--- src/rtl/irm_lock_pkg.sv ---
package irm_lock_pkg;

  localparam logic [3:0] CAS_EXT = 4'd2;

  typedef enum logic [1:0] {
    RSP_COMPLETE = 2'd0,
    RSP_TYPE_ERR = 2'd1,
    RSP_ADDR_ERR = 2'd2
  } rsp_code_e;

  // strobes from decode to the datapath
  typedef struct packed {
    logic      accept;
    logic      reload;
    logic      selBm;
    logic      selBw;
    logic      selChHi;
    logic      selChLo;
    logic      selWide;
    rsp_code_e code;
  } lock_strobe_t;

endpackage

--- src/rtl/irm_mask_cas.sv ---
// Masked compare-swap: only bits where arg and data differ are considered.
module irm_mask_cas #(
  parameter int W = 32
) (
  input  logic [W-1:0] curVal,
  input  logic [W-1:0] argVal,
  input  logic [W-1:0] dataVal,
  output logic         agree,
  output logic [W-1:0] nextVal,
  output logic [W-1:0] retVal
);
  logic [W-1:0] affected;

  always_comb begin
    affected = argVal ^ dataVal;
    agree    = ((argVal & affected) == (curVal & affected));
    nextVal  = curVal ^ affected;
    retVal   = agree ? argVal : curVal;
  end
endmodule

--- src/rtl/irm_lock_ctrl.sv ---
module irm_lock_ctrl
  import irm_lock_pkg::*;
#(
  parameter int              ADDR_W     = 10,
  parameter int              EXT_W      = 4,
  parameter logic [ADDR_W-1:0] RES_BASE   = 'h020,
  parameter logic [ADDR_W-1:0] KNOWN_LAST = 'h030
) (
  input  logic              busReset,
  input  logic              reqValid,
  input  logic [ADDR_W-1:0] reqAddr,
  input  logic [EXT_W-1:0]  reqExtCode,
  input  logic              reqWide,
  output logic              reqReady,
  output lock_strobe_t      strobes
);
  localparam logic [ADDR_W-1:0] OFF_BM = RES_BASE;
  localparam logic [ADDR_W-1:0] OFF_BW = RES_BASE + ADDR_W'(4);
  localparam logic [ADDR_W-1:0] OFF_HI = RES_BASE + ADDR_W'(8);
  localparam logic [ADDR_W-1:0] OFF_LO = RES_BASE + ADDR_W'(12);

  logic aligned, known, casOk, isBm, isBw, isHi, isLo, resHit, accept;
  rsp_code_e code;

  always_comb begin
    aligned = (reqAddr[1:0] == 2'b00);
    known   = (reqAddr <= KNOWN_LAST);
    casOk   = (reqExtCode == EXT_W'(CAS_EXT));
    isBm    = (reqAddr == OFF_BM);
    isBw    = (reqAddr == OFF_BW);
    isHi    = (reqAddr == OFF_HI);
    isLo    = (reqAddr == OFF_LO);
    resHit  = reqWide ? isHi : (isBm | isBw | isHi | isLo);

    if (!aligned)            code = RSP_TYPE_ERR;
    else if (casOk && resHit) code = RSP_COMPLETE;
    else if (known)          code = RSP_TYPE_ERR;
    else                     code = RSP_ADDR_ERR;

    reqReady = !busReset;
    accept   = reqValid && reqReady;

    strobes.accept  = accept;
    strobes.reload  = busReset;
    strobes.code    = code;
    strobes.selBm   = accept && (code == RSP_COMPLETE) && !reqWide && isBm;
    strobes.selBw   = accept && (code == RSP_COMPLETE) && !reqWide && isBw;
    strobes.selChHi = accept && (code == RSP_COMPLETE) && !reqWide && isHi;
    strobes.selChLo = accept && (code == RSP_COMPLETE) && !reqWide && isLo;
    strobes.selWide = accept && (code == RSP_COMPLETE) && reqWide;
  end
endmodule

--- src/rtl/irm_lock_dp.sv ---
module irm_lock_dp
  import irm_lock_pkg::*;
#(
  parameter int            QW          = 32,
  parameter int            BW_W        = 13,
  parameter int            BW_RESET    = 4915,
  parameter logic [QW-1:0] BM_RESET    = 'h3F,
  parameter logic [QW-1:0] CH_HI_RESET = 'hFFFF_FFFE,
  parameter logic [QW-1:0] CH_LO_RESET = 'hFFFF_FFFF,
  parameter int            RSV_BIT     = 0
) (
  input  logic              clk,
  input  logic              rst_n,
  input  lock_strobe_t      strobes,
  input  logic [2*QW-1:0]   reqArg,
  input  logic [2*QW-1:0]   reqData,
  output logic              rspValid,
  output logic [2*QW-1:0]   rspOld,
  output logic [1:0]        rspCode
);
  localparam int DW = 2 * QW;

  logic [QW-1:0]   bmReg, chHi, chLo;
  logic [BW_W-1:0] bwReg;

  logic [QW-1:0]   argQ, dataQ;
  assign argQ = reqArg[QW-1:0];

  // bandwidth arithmetic
  logic            argBig, allocDir, bwOk;
  logic [BW_W-1:0] argB, dMask, delta, bwNext;
  logic [BW_W:0]   bwSum;
  logic [QW-1:0]   bwRet;

  always_comb begin
    argBig   = |argQ[QW-1:BW_W];
    argB     = argQ[BW_W-1:0];
    dMask    = reqData[BW_W-1:0];
    allocDir = (argB >= dMask);
    delta    = allocDir ? (argB - dMask) : (dMask - argB);
    bwSum    = {1'b0, bwReg} + {1'b0, delta};
    bwOk     = !argBig && (allocDir ? (bwReg >= delta) : !bwSum[BW_W]);
    bwNext   = allocDir ? (bwReg - delta) : bwSum[BW_W-1:0];
    bwRet    = bwOk ? argQ : {{(QW-BW_W){1'b0}}, bwReg};
  end

  // quadlet channel word: hi and lo share one masked compare-swap
  logic [QW-1:0] curQ, nextQ, retQ;
  logic          agreeQ;

  always_comb begin
    curQ  = strobes.selChHi ? chHi : chLo;
    dataQ = reqData[QW-1:0];
    if (strobes.selChHi) dataQ[RSV_BIT] = 1'b0;
  end

  irm_mask_cas #(.W(QW)) u_casQ (
    .curVal(curQ), .argVal(argQ), .dataVal(dataQ),
    .agree(agreeQ), .nextVal(nextQ), .retVal(retQ)
  );

  // 64-bit channel lock over {hi, lo}
  logic [DW-1:0] curW, dataW, nextW, retW;
  logic          agreeW;

  always_comb begin
    curW  = {chHi, chLo};
    dataW = reqData;
    dataW[QW+RSV_BIT] = 1'b0;
  end

  irm_mask_cas #(.W(DW)) u_casW (
    .curVal(curW), .argVal(reqArg), .dataVal(dataW),
    .agree(agreeW), .nextVal(nextW), .retVal(retW)
  );

  // response value select
  logic [DW-1:0] retSel;
  always_comb begin
    retSel = '0;
    if (strobes.code == RSP_COMPLETE) begin
      if (strobes.selBm)                         retSel = {{QW{1'b0}}, bmReg};
      else if (strobes.selBw)                    retSel = {{QW{1'b0}}, bwRet};
      else if (strobes.selChHi || strobes.selChLo) retSel = {{QW{1'b0}}, retQ};
      else if (strobes.selWide)                  retSel = retW;
    end
  end

  // resource registers
  always_ff @(posedge clk or negedge rst_n) begin
    if (!rst_n) begin
      bmReg <= BM_RESET;
      bwReg <= BW_W'(BW_RESET);
      chHi  <= CH_HI_RESET;
      chLo  <= CH_LO_RESET;
    end else if (strobes.reload) begin
      bmReg <= BM_RESET;
      bwReg <= BW_W'(BW_RESET);
      chHi  <= CH_HI_RESET;
      chLo  <= CH_LO_RESET;
    end else begin
      if (strobes.selBm && (bmReg == argQ)) bmReg <= reqData[QW-1:0];
      if (strobes.selBw && bwOk)            bwReg <= bwNext;
      if (strobes.selChHi && agreeQ) begin
        chHi          <= nextQ;
        chHi[RSV_BIT] <= 1'b0;
      end
      if (strobes.selChLo && agreeQ)        chLo <= nextQ;
      if (strobes.selWide && agreeW) begin
        chHi          <= nextW[DW-1:QW];
        chHi[RSV_BIT] <= 1'b0;
        chLo          <= nextW[QW-1:0];
      end
    end
  end

  // response register
  always_ff @(posedge clk or negedge rst_n) begin
    if (!rst_n) begin
      rspValid <= 1'b0;
      rspOld   <= '0;
      rspCode  <= 2'd0;
    end else begin
      rspValid <= strobes.accept;
      if (strobes.accept) begin
        rspOld  <= retSel;
        rspCode <= strobes.code;
      end
    end
  end
endmodule

--- src/rtl/irm_lock_unit.sv ---
module irm_lock_unit
  import irm_lock_pkg::*;
#(
  parameter int              ADDR_W   = 10,
  parameter int              EXT_W    = 4,
  parameter int              QW       = 32,
  parameter int              BW_W     = 13,
  parameter int              BW_RESET = 4915,
  parameter logic [ADDR_W-1:0] RES_BASE = 'h020,
  parameter logic [ADDR_W-1:0] KNOWN_LAST = 'h030
) (
  input  logic              clk,
  input  logic              rst_n,
  input  logic              busReset,
  input  logic              reqValid,
  output logic              reqReady,
  input  logic [ADDR_W-1:0] reqAddr,
  input  logic [EXT_W-1:0]  reqExtCode,
  input  logic              reqWide,
  input  logic [2*QW-1:0]   reqArg,
  input  logic [2*QW-1:0]   reqData,
  output logic              rspValid,
  output logic [2*QW-1:0]   rspOld,
  output logic [1:0]        rspCode
);
  lock_strobe_t strobes;

  irm_lock_ctrl #(
    .ADDR_W(ADDR_W), .EXT_W(EXT_W), .RES_BASE(RES_BASE), .KNOWN_LAST(KNOWN_LAST)
  ) u_ctrl (
    .busReset(busReset), .reqValid(reqValid), .reqAddr(reqAddr),
    .reqExtCode(reqExtCode), .reqWide(reqWide),
    .reqReady(reqReady), .strobes(strobes)
  );

  irm_lock_dp #(
    .QW(QW), .BW_W(BW_W), .BW_RESET(BW_RESET)
  ) u_dp (
    .clk(clk), .rst_n(rst_n), .strobes(strobes),
    .reqArg(reqArg), .reqData(reqData),
    .rspValid(rspValid), .rspOld(rspOld), .rspCode(rspCode)
  );
endmodule

--- config.mk ---
export PLATFORM = sky130hd
export DESIGN_NAME = irm_lock_unit
export DESIGN_NICKNAME = d
export VERILOG_FILES = /design/src/rtl/irm_lock_pkg.sv /design/src/rtl/irm_mask_cas.sv /design/src/rtl/irm_lock_ctrl.sv /design/src/rtl/irm_lock_dp.sv /design/src/rtl/irm_lock_unit.sv
export SDC_FILE = /design/constraint.sdc
export NUM_CORES = 1
export LEC_CHECK = 0
export BUFFER_PORTS_ARGS = -buffer_cell sky130_fd_sc_hd__buf_2
export CAP_MARGIN = 0
export CORE_UTILIZATION = 40
export DETAILED_ROUTE_END_ITERATION = 8
export GPL_TIMING_DRIVEN = 1
export SLEW_MARGIN = 20
export SYNTH_ARGS = -nofsm -noshare
export SYNTH_HDL_FRONTEND = slang
export SYNTH_SLANG_ARGS = --single-unit
--- constraint.sdc ---
create_clock -name clk -period 2.7 [get_ports clk]
set_clock_uncertainty 0.05 [all_clocks]
set_input_delay 0.135 -clock clk [delete_from_list [all_inputs] [get_ports clk]]
set_output_delay 0.135 -clock clk [all_outputs]
set_load 0.005 [all_outputs]
==> Yosys cells after proc, flatten, opt, wreduce, memory -nomap -nowiden <==
Cells that the tools add are included.
{ "totals": {"word_cells": 87, "out_inout_bits": 68, "regBits": 176, "inputBits": 147} }
{ "classes": {"n_reduce_logical": 27, "n_addsub": 4, "bitwise_logic": 11, "n_lt_le_gt_ge": 3, "n_mux": 27, "eq_ne": 8} }
{ "op_table": {"columns": ["operator", "n"], "rows": [
  ["$mux 64", 6],
  ["$mux 32", 11],
  ["$and 64x64->64", 2],
  ["$xor 64x64->64", 2],
  ["$and 32x32->32", 2],
  ["$eq 32x32->1", 2],
  ["$eq 64x64->1", 1],
  ["$xor 32x32->32", 2],
  ["$mux 13", 4],
  ["$eq 10x6->1 const B", 4],
  ["$sub 13x13->13", 3],
  ["$ge 13x13->1", 2],
  ["$reduce_or 19->1", 1],
  ["$logic_and 1x1->1", 15],
  ["$add 13x13->14", 1],
  ["$le 10x6->1 const B", 1],
  ["$mux 2", 3],
  ["$reduce_bool 3->1", 2],
  ["$eq 4x2->1 const B", 1],
  ["$logic_not 1->1", 4],
  ["$logic_not 2->1", 2],
  ["$reduce_bool 2->1", 2],
  ["$mux 1", 3],
  ["$or 1x1->1", 3],
  ["$logic_or 1x1->1", 1]
]} }

==> Logic depth before layout (Yosys ltp) <==
Gate-level depths: netlist of the first run.
{ "logic_depth": {"word_depth": 21, "depth_mapped": 26, "mapped_depth_nobuf": 23} }

==> Hierarchy <==
Synthesis of the first run repeated with hierarchy kept, for this count alone.
{ "hier_totals": {"hier_cells": 1982, "area_unflattened_um2": 17155.2} }
{ "by_module_without_submodules": {"columns": ["mod", "seq_area_each_um2", "n_inst", "cells_each", "area_per_inst_um2"], "rows": [
  ["irm_lock_dp", 4474.3, 1, 1342, 11513.5],
  ["irm_mask_cas (u_dp.u_casW)", 0.0, 1, 412, 3563.4],
  ["irm_mask_cas (u_dp.u_casQ)", 0.0, 1, 206, 1898.1],
  ["irm_lock_ctrl", 0.0, 1, 22, 180.2]
]} }

==> Worst setup path after synthesis of the first run <==
OpenSTA, ideal clock, no wires.
{ "synth_timing": {"kind": "in2reg", "start": "in reqArg[2]", "end": "reg u_dp.bwReg[9]", "stages": 26, "n_path_buf": 5, "setup_ps": 68, "path_slack_ps": -1866, "t_required_ps": 2582, "t_arrival_ps": 4448, "cell_sequence": "inv_1 ha_1 buf_4 a21oi_2 a211oi_2 o2111ai_2 o211ai_4 nand2_4 buf_2 o21ai_0 o21ai_1 a221o_1 xnor2_1 ha_1 buf_2 or3_4 nor4b_2 o21ai_1 a21oi_1 nand3_1 a211oi_2 and2_1 buf_6 buf_12 nor3_1 a21oi_2"} }
{ "synth_between": {"elab_chain_len": 8, "elab_cells_between_ends": 15, "classes_between": "4 x add/sub; 2 x order compare; 5 x mux; 4 x reduce/logical"} }
{ "synth_lines": {"columns": ["item", "line", "source"], "rows": [
  ["start, declared", "irm_lock_unit.sv:20", "input logic [2*QW-1:0] reqArg,"],
  ["$sub 13x13->13 / $ge 13x13->1 (equally long branches)", "irm_lock_dp.sv:40, irm_lock_dp.sv:39", null],
  ["$mux 13", "irm_lock_dp.sv:40", "delta = allocDir ? (argB - dMask) : (dMask - argB);"],
  ["$add 13x13->14", "irm_lock_dp.sv:41", "bwSum = {1'b0, bwReg} + {1'b0, delta};"],
  ["$logic_not 1->1", "irm_lock_dp.sv:42", "bwOk = !argBig && (allocDir ? (bwReg >= delta) : !bwSum[BW_W]);"],
  ["$mux 1", "irm_lock_dp.sv:42", null],
  ["$logic_and 1x1->1", "irm_lock_dp.sv:42", null],
  ["$logic_and 1x1->1", "irm_lock_dp.sv:103", "if (strobes.selBw && bwOk) bwReg <= bwNext;"],
  ["$reduce_bool 2->1 (no source line)", null, null],
  ["end signal, assigned", "irm_lock_dp.sv:93", "bwReg <= BW_W'(BW_RESET);"],
  ["end signal, assigned", "irm_lock_dp.sv:98", "bwReg <= BW_W'(BW_RESET);"],
  ["end signal, assigned", "irm_lock_dp.sv:103", null],
  ["end, declared", "irm_lock_dp.sv:24", "logic [BW_W-1:0] bwReg;"]
]} }
Several ways; a longest one is shown, not always the timed one. The select of a mux whose other input is x is not followed.
A chain may end at the register's enable or synchronous reset.

==> Worst setup path after layout of the first run <==
{ "layout_timing": {"start": "in reqArg[0]", "end": "reg u_dp.rspOld[2]"} }
{ "layout_between": {"elab_chain_len": 10, "elab_cells_between_ends": 25, "classes_between": "3 x add/sub; 2 x order compare; 2 x eq/ne; 10 x mux; 6 x bitwise; 2 x reduce/logical"} }
{ "layout_lines": {"columns": ["item", "line", "source"], "rows": [
  ["$sub 13x13->13 / $ge 13x13->1 (equally long branches)", "irm_lock_dp.sv:40, irm_lock_dp.sv:39", null],
  ["$mux 13", "irm_lock_dp.sv:40", null],
  ["$add 13x13->14", "irm_lock_dp.sv:41", null],
  ["$logic_not 1->1", "irm_lock_dp.sv:42", null],
  ["$mux 1", "irm_lock_dp.sv:42", null],
  ["$logic_and 1x1->1", "irm_lock_dp.sv:42", null],
  ["$mux 32", "irm_lock_dp.sv:44", "bwRet = bwOk ? argQ : {{(QW-BW_W){1'b0}}, bwReg};"],
  ["$mux 64 (*)", "irm_lock_dp.sv:83", "else if (strobes.selBw) retSel = {{QW{1'b0}}, bwRet};"],
  ["$mux 64 (*)", "irm_lock_dp.sv:82", "if (strobes.selBm) retSel = {{QW{1'b0}}, bmReg};"],
  ["$mux 64 (*)", "irm_lock_dp.sv:81", "if (strobes.code == RSP_COMPLETE) begin"],
  ["end signal, assigned", "irm_lock_dp.sv:126", "rspOld <= retSel;"],
  ["end, declared", "irm_lock_dp.sv:18", "output logic [2*QW-1:0] rspOld,"]
]} }
Mark *: on every way between the ends. The rest lies on a longest branch, timed or not.

==> results.py, run 1 <==
metrics = {
    "timing": {
        "slew_violations": 0,
        "setup_slack_ns": -1.405,
        "worst_pin_slew_ns": 1.051,
        "hold_violations": 1,
        "finalCritPeriodShare_pct": 152.0,
        "worst_hold_slack_ns": -0.006038,
        "finalSetupViolCount": 139,
        "period_minus_slack_ns": 4.105,
        "fmax_mhz": 243.6,
        "rsz0062_at_grt": "true",
        "maxSlewHeadroom_pct": 29.90,
    },
    "routing": {
        "drc": 0,
        "route.met2.wl_mm": 31.80,
        "top_layer_used": "met5",
        "drt-met1-wl_mm": 29.74,
        "vias": 17200,
        "dr_wl_met3_mm": 6.434,
        "wirelength_mm": 72.33,
        "detail-route-antenna-nets": 0,
        "firstDrtPassIters": 6,
        "wl_per_cell_um": 23.37,
        "drtIter0Drc": 1536,
        "viasPerCell": 5.557,
    },
    "yosys": {
        "synthArstFlopShare_pct": 100.0,
        "synthCells": 1836,
        "ys_seq_area_share_pct": 28.82,
        "netlist_area_um2": 15530,
        "yosysWarningCount": 0,
        "synth_cell_types": 74,
        "synth.net_count": 2184,
        "ys_ff_latch": 175,
        "synth-edff-count": 0,
        "syn_avg_cell_area_um2": 8.457,
        "synth_ff_type": "dfrtp_1",
    },
    "clocking": {
        "cts_buffer_depth": 2,
        "clock_latency_ns": 0.49,
        "cts_sinks": 175,
        "cts_made_buffers": 17,
        "root_buffer": "clkbuf_16",
        "tritoncts": "yes",
        "cts-htree-levels": 4,
        "path_clk_slew_ns": 0.07,
    },
    "worst_setup_path": {
        "cp_max_fo": 6,
        "required_ns": 3.01,
        "crit_path_end_kind": "flop",
        "cp-start-kind": "input pin",
        "crit_type": "input pin to flop",
        "worst_ep_arrival_time_ns": 4.41,
    },
    "hold_path": {
        "hold_path.class": "input pin to flop",
    },
    "placed_design": {
        "post-dp-hpwl_mm": 48.56,
        "place.gp.congestion": 0.9763,
        "io_buffer_count": 213,
        "placed_area_um2": 20520,
    },
    "grt": {
        "grt_use_total_pct": 36.30,
        "antenna_found_initial": 1,
        "first_global_vias": 17080,
        "grt_pass1_wl_mm": 105.3,
        "gr-total-overflow": 0,
        "grt_max_degree": 67,
    },
    "pwr": {
        "powerDensity_nw_per_um2": 371.9,
        "ir_drop_v": 0.0005379,
        "power_leakage_nw": 12.59,
        "total_power_mw": 9.295,
    },
    "final_layout": {
        "drive_gt1_share_pct": 45.51,
        "nNetsFinal": 2919,
        "area_growth_pct": 61.00,
        "insertedDiodeCount": 0,
        "num-fill-cells": 3017,
        "fin_area_um2": 25000,
    },
    "die": {
        "die_w_um": 199.0,
        "coreArea_um2": 37930,
        "dieHeight_um": 199.0,
        "ios": 215,
        "initial_utilization_pct": 40.93,
        "dieArea_um2": 39610,
        "rows": 71,
    },
    "job": {
        "drv_cap": 0,
    },
    "outcome": {
        "violations": "hold timing, setup timing",
        "status": "finished, violations left",
    },
}
synthesized netlist by cell type (4+ instances only):
| cell type | count | area (um2) |
|---|---|---|
| nand2_1 | 286 | 1074 |
| ha_1 | 197 | 2465 |
| inv_1 | 182 | 683.2 |
| mux2i_1 | 131 | 1311 |
| o21ai_0 | 117 | 585.6 |
| a21oi_1 | 108 | 540.5 |
| dfrtp_1 | 99 | 2477 |
| nor2_1 | 96 | 360.4 |
| dfstp_2 | 76 | 1997 |
| xnor2_1 | 69 | 604.3 |
| xor2_1 | 67 | 586.8 |
| clkbuf_1 | 49 | 183.9 |
| o21ai_1 | 38 | 190.2 |
| buf_2 | 29 | 145.1 |
| nor4_1 | 27 | 168.9 |
| nand4_1 | 26 | 162.7 |
| a22o_1 | 23 | 201.4 |
| mux2_2 | 22 | 247.7 |
| nor3_1 | 22 | 110.1 |
| nand3_1 | 19 | 95.09 |
| a211oi_1 | 18 | 135.1 |
| a22oi_1 | 13 | 97.59 |
| a21o_1 | 11 | 82.58 |
| a21oi_2 | 9 | 78.83 |
| buf_6 | 8 | 90.09 |
| o22ai_1 | 7 | 43.79 |
| nor2b_1 | 6 | 37.54 |
| a221oi_1 | 4 | 35.03 |
| a31oi_1 | 4 | 25.02 |
| fa_1 | 4 | 80.08 |
| nand2b_1 | 4 | 25.02 |
| nor4b_1 | 4 | 35.03 |
| o21bai_1 | 4 | 30.03 |
cell families (layout without fill, tap and decap cells):
| family | after synthesis | after routing | synth area share, % |
|---|---|---|---|
| mux | 153 | 153 | 10.04 |
| flops | 175 | 175 | 28.82 |
| buf+inv | 275 | 1023 | 7.495 |
| compound gates | 381 | 381 | 14.83 |
| xor+xnor | 136 | 136 | 7.672 |
| fa+ha+maj | 201 | 201 | 16.39 |
| simple gates | 515 | 515 | 14.76 |
timing repair:
item | 4_1_cts | 5_1_grt
buffers inserted | 62 | 18
setup endpoints to repair | 139 | 139
pin swaps | 130 | 72
hold endpoints to repair | 104 | 0
hold buffers | 65 | 0
resized for setup | 350 | 124
gates cloned | 29 | 2
power by group:
part / leakage [nW] / internal (mW) / total, mW / switching (mW)
Sequential: 2.18 / 2.71 / 2.75 / 0.0394
Clock: 0.292 / 1.42 / 2.67 / 1.25
Combinational: 10.1 / 1.86 / 3.87 / 2.01
state kept, by name (all words and copies together) (netlist names):
name and cells:
u_dp.chHi 31, u_dp.chLo 32, u_dp.rspValid 1, u_dp.bmReg 32, u_dp.bwReg 13, u_dp.rspCode 2, u_dp.rspOld 64
path summary, 6_finish.rpt:
kind / startpoint / end / slack, ns / cells past startpoint
setup / recovery: reqArg[0] / u_dp.rspOld[2] / -1.40 / 27
hold / removal: reqValid / u_dp.rspValid / -0.006 / 4
setup reg to reg: u_dp.chLo[26] / u_dp.chHi[25] / -0.55 / 14
hold reg to reg: u_dp.rspOld[51] / u_dp.rspOld[51] / 0.43 / 2
max in group asynchronous: rst_n / u_dp.chLo[18] / 1.56 / 3
min in group asynchronous: rst_n / u_dp.rspOld[51] / 0.21 / 2
per-stage QoR:
stage	util, %	instances	setup TNS (ns)	setup WS [ns]
5_1_grt	65.90	3095	-105.66	-1.571
3_3_place_gp	54.09	2899	-160.39	-2.110
6_report	65.90	3095	-88.50	-1.405
2_1_floorplan	-	1836	-68.51	-1.834
4_1_cts	64.05	3084	-84.22	-1.339
3_5_place_dp	54.09	2899	-173.76	-2.278
layout make-up:
type | instances | area (um2) | area share [%]
Tap cell | 511 | 639.4 | 2.558
Clock inverter | 12 | 137.6 | 0.5506
Inverter | 184 | 711.9 | 2.848
Multi-Input combinational cell | 1386 | 11630 | 46.53
Timing Repair Buffer | 807 | 6947 | 27.79
Sequential cell | 175 | 4474 | 17.90
Clock buffer | 20 | 456.7 | 1.827
critical path, stage by stage:
cell and delay (ns):
buf_6 0.10, inv_4 0.05, ha_4 0.13, inv_2 0.05, fa_2 0.41, a21o_1 0.22, a21oi_2 0.16, nor2_1 0.06
o21ai_1 0.18, o21ai_1 0.08, a21oi_1 0.13, o21ai_1 0.11, a221o_1 0.34, xnor2_1 0.19, ha_1 0.28, or3_4 0.35
nor4b_2 0.26, o21ai_1 0.12, a21oi_1 0.16, nand3_1 0.10, a211oi_2 0.23, buf_4 0.18, buf_6 0.10, nor2_4 0.04
buf_8 0.15, nand2_2 0.05, nand2_1 0.06
routing by layer:
metal | up-vias | track usage [%]
met5 | - | 0
met4 | 2 | 21.31
met3 | 236 | 7.579
met2 | 897 | 54.69
met1 | 8270 | 47.83
li1 | 7793 | -
placed cells by master (no fill, tap or decap), types with 25 or more instances in the layout:
master | Yosys | layout
inv_1 | 182 | 174
dfrtp_1 | 99 | 99
dfstp_2 | 76 | 76
a21oi_2 | 9 | 53
xnor2_1 | 69 | 50
o21ai_2 | 1 | 26
xor2_1 | 67 | 67
o21ai_1 | 38 | 74
buf_12 | 1 | 38
nand2_1 | 286 | 223
dlygate4sd3_1 | 0 | 65
nand2_2 | 0 | 51
a21oi_1 | 108 | 56
buf_16 | 0 | 26
ha_1 | 197 | 163
mux2i_1 | 131 | 97
o21ai_0 | 117 | 56
buf_4 | 2 | 432
buf_6 | 8 | 33
nand4_1 | 26 | 26
nor2_1 | 96 | 88
buf_2 | 29 | 201
ha_4 | 0 | 25
Note: power is estimated with default switching activity, not from simulation.
==> inputs of run 2 (changes only) <==
- clock period: 2.7 -> 4.3 ns (I/O delays scaled with it)
==> run 2 against run 1 <==
The run ends with setup timing left; critical path depth is 5 lower; hold slack improved by 0.027 ns; combinational power fell by 50%; cell area is 21% lower; cell count fell by 12%; critical path type unchanged; critical endpoint is now u_dp.bwReg[8].
==> results.py, run 2 (same netlist as run 1, synthesis figures left out) <==
metrics = {
    "outcome": {
        "status": "finished, violations left",
        "violations": "setup timing",
    },
    "final_layout": {
        "regMostFlops": "u_dp.rspOld",
        "area_growth_pct": 26.64,
        "num-fill-cells": 3672,
        "reg.largest.list": "u_dp.rspOld (64), u_dp.bmReg (32), u_dp.chLo (32)",
        "seqCellArea_um2": 4474,
        "layout_common_cells": "285 x nand2_1, 208 x buf_2, 187 x ha_1, 181 x buf_4, 176 x inv_1",
        "nNetsFinal": 2545,
        "drive_gt1_share_pct": 28.24,
        "largest_reg_flops": 64,
        "multiInputGateArea_um2": 10220,
        "layout_commonest_cell": "nand2_1",
    },
    "clocking": {
        "path_clk_slew_ns": 0.08,
        "clock_latency_ns": 0.46,
        "cts_sinks": 175,
        "cts_buffer_depth": 2,
        "tritoncts": "yes",
        "cts_made_buffers": 17,
        "root_buffer": "clkbuf_16",
        "cts-htree-levels": 4,
    },
    "timing": {
        "finalSetupViolCount": 19,
        "finalSetupTns_ns": -0.6365,
        "fmax_mhz": 229.6,
        "maxSlewHeadroom_pct": 30.99,
        "slew_violations": 0,
        "period_minus_slack_ns": 4.355,
        "hold_violations": 0,
        "finalCritPeriodShare_pct": 101.3,
        "worst_pin_slew_ns": 1.035,
        "setup_slack_ns": -0.05538,
        "rsz0062_at_grt": "true",
        "worst_hold_slack_ns": 0.02138,
    },
    "grt": {
        "gr-total-overflow": 0,
        "antenna_found_initial": 3,
        "grt_pass1_wl_mm": 90.79,
        "grt_use_total_pct": 31.16,
        "first_global_vias": 14390,
        "grt_max_degree": 81,
    },
    "worst_setup_path": {
        "cp_slowest_cell": "or3_4",
        "r2r-start": "u_dp.chHi[31]",
        "r2r_slack_ns": 0.80,
        "worst_ep_arrival_time_ns": 4.69,
        "crit_type": "input pin to flop",
        "r2r-end": "u_dp.chHi[19]",
        "cp-start-kind": "input pin",
        "crit_chain": "buf_4 > inv_2 > ha_4 > nand3b_4 > a211oi_4 > o2111ai_2 > o211ai_4 > nand2_4 > mux2i_2 > a221oi_2 > xnor2_1 > ha_1 > or3_4 > nor4b_2 > o21ai_1 > a21oi_1 > nand3_1 > a211oi_2 > and2_4 > buf_12 > nor3_4 > a21oi_2",
        "reg2regPathDepth": 10,
        "cp_max_fo": 8,
        "crit_path_end_kind": "flop",
        "slowest_delay_ns": 0.39,
        "worst-path-buf-inv": 3,
        "required_ns": 4.64,
        "cpLargestDelayFamily": "compound AO/OA/AOI/OAI gates",
    },
    "placed_design": {
        "post-dp-hpwl_mm": 47.63,
        "io_buffer_count": 213,
        "place.gp.congestion": 0.9316,
        "dp_slack_ns": -0.6508,
    },
    "routing": {
        "viasPerCell": 5.495,
        "firstDrtPassIters": 5,
        "drc": 0,
        "vias": 14960,
        "detail-route-antenna-nets": 0,
        "drtIter0Drc": 1357,
        "wirelength_mm": 61.08,
        "wl_per_cell_um": 22.43,
    },
    "hold_path": {
        "hold_path.class": "input pin to flop",
        "holdPathEnd": "u_dp.rspOld[47]",
        "worstHoldStart": "reqArg[47]",
        "hold_path_depth": 3,
    },
    "die": {
        "initial_utilization_pct": 40.93,
        "coreArea_um2": 37930,
        "die_w_um": 199.0,
        "dieArea_um2": 39610,
        "rows": 71,
        "ios": 215,
        "dieHeight_um": 199.0,
    },
    "pwr": {
        "powerDensity_nw_per_um2": 274.3,
        "ir_drop_v": 0.0002582,
        "power_leakage_nw": 10.19,
    },
    "job": {
        "drv_cap": 0,
    },
}
run 2: cell type report:
type / instances / share of cell area (%)
Sequential cell: 175 / 22.76
Antenna cell: 2 / 0.02545
Clock buffer: 18 / 2.234
Tap cell: 511 / 3.252
Timing Repair Buffer: 432 / 15.22
Clock inverter: 14 / 0.9609
Inverter: 184 / 3.589
Multi-Input combinational cell: 1387 / 51.96
run 2: timing repair:
item                       CTS  global route
pin swaps                   15            30
gates cloned                 2             1
buffers inserted             5             7
setup endpoints to repair   26            26
hold endpoints to repair    40             0
hold buffers                20             0
resized for setup           27            38
run 2: routing by layer:
metal	up-vias	wire length [um]	track usage (%)
met5	-	0	0
met4	0	1332	8.063
met3	67	5915	7.833
met2	685	25420	45.30
met1	7192	28410	45.35
li1	7019	-	-
run 2: how the worst max path moves through the flow:
stage	slack, ns	startpoint	to	cells past startpoint
2_1_floorplan	-0.31	reqArg[2]	u_dp.bwReg[9]	26
3_3_place_gp	-0.58	reqArg[1]	u_dp.bwReg[5]	24
3_5_place_dp	-0.65	reqArg[0]	u_dp.bwReg[5]	25
4_1_cts	0.001	reqArg[1]	u_dp.rspOld[5]	22
5_1_grt	-0.27	reqArg[0]	u_dp.rspOld[8]	26
6_report	-0.06	reqArg[1]	u_dp.bwReg[8]	22
run 2: worst register-to-register path: cells and delay by family, from the launching register on:
family,cells,cell delay [ns]
and+or+nand+nor,6,2.10
DFF,1,0.57
buffers and inverters,1,0.20
AOI/OAI and AO/OA,2,0.32
adders and majority gates,1,0.19
run 2: report_power, final:
part | internal (mW) | switching, mW
clock network | 0.863 | 0.850
registers | 1.70 | 0.0409
logic | 0.867 | 1.07
run 2: per-stage QoR:
stage | total power [mW] | cell area [um2] | util [%] | std cells
finish | 5.393 | 19660 | 51.84 | 2723
floorplan | 2.767 | 15670 | - | 1836
detailed placement | 3.599 | 18450 | 48.65 | 2655
CTS | 5.361 | 19460 | 51.30 | 2714
global route | 5.652 | 19660 | 51.83 | 2722
global placement | 3.591 | 18450 | 48.65 | 2655
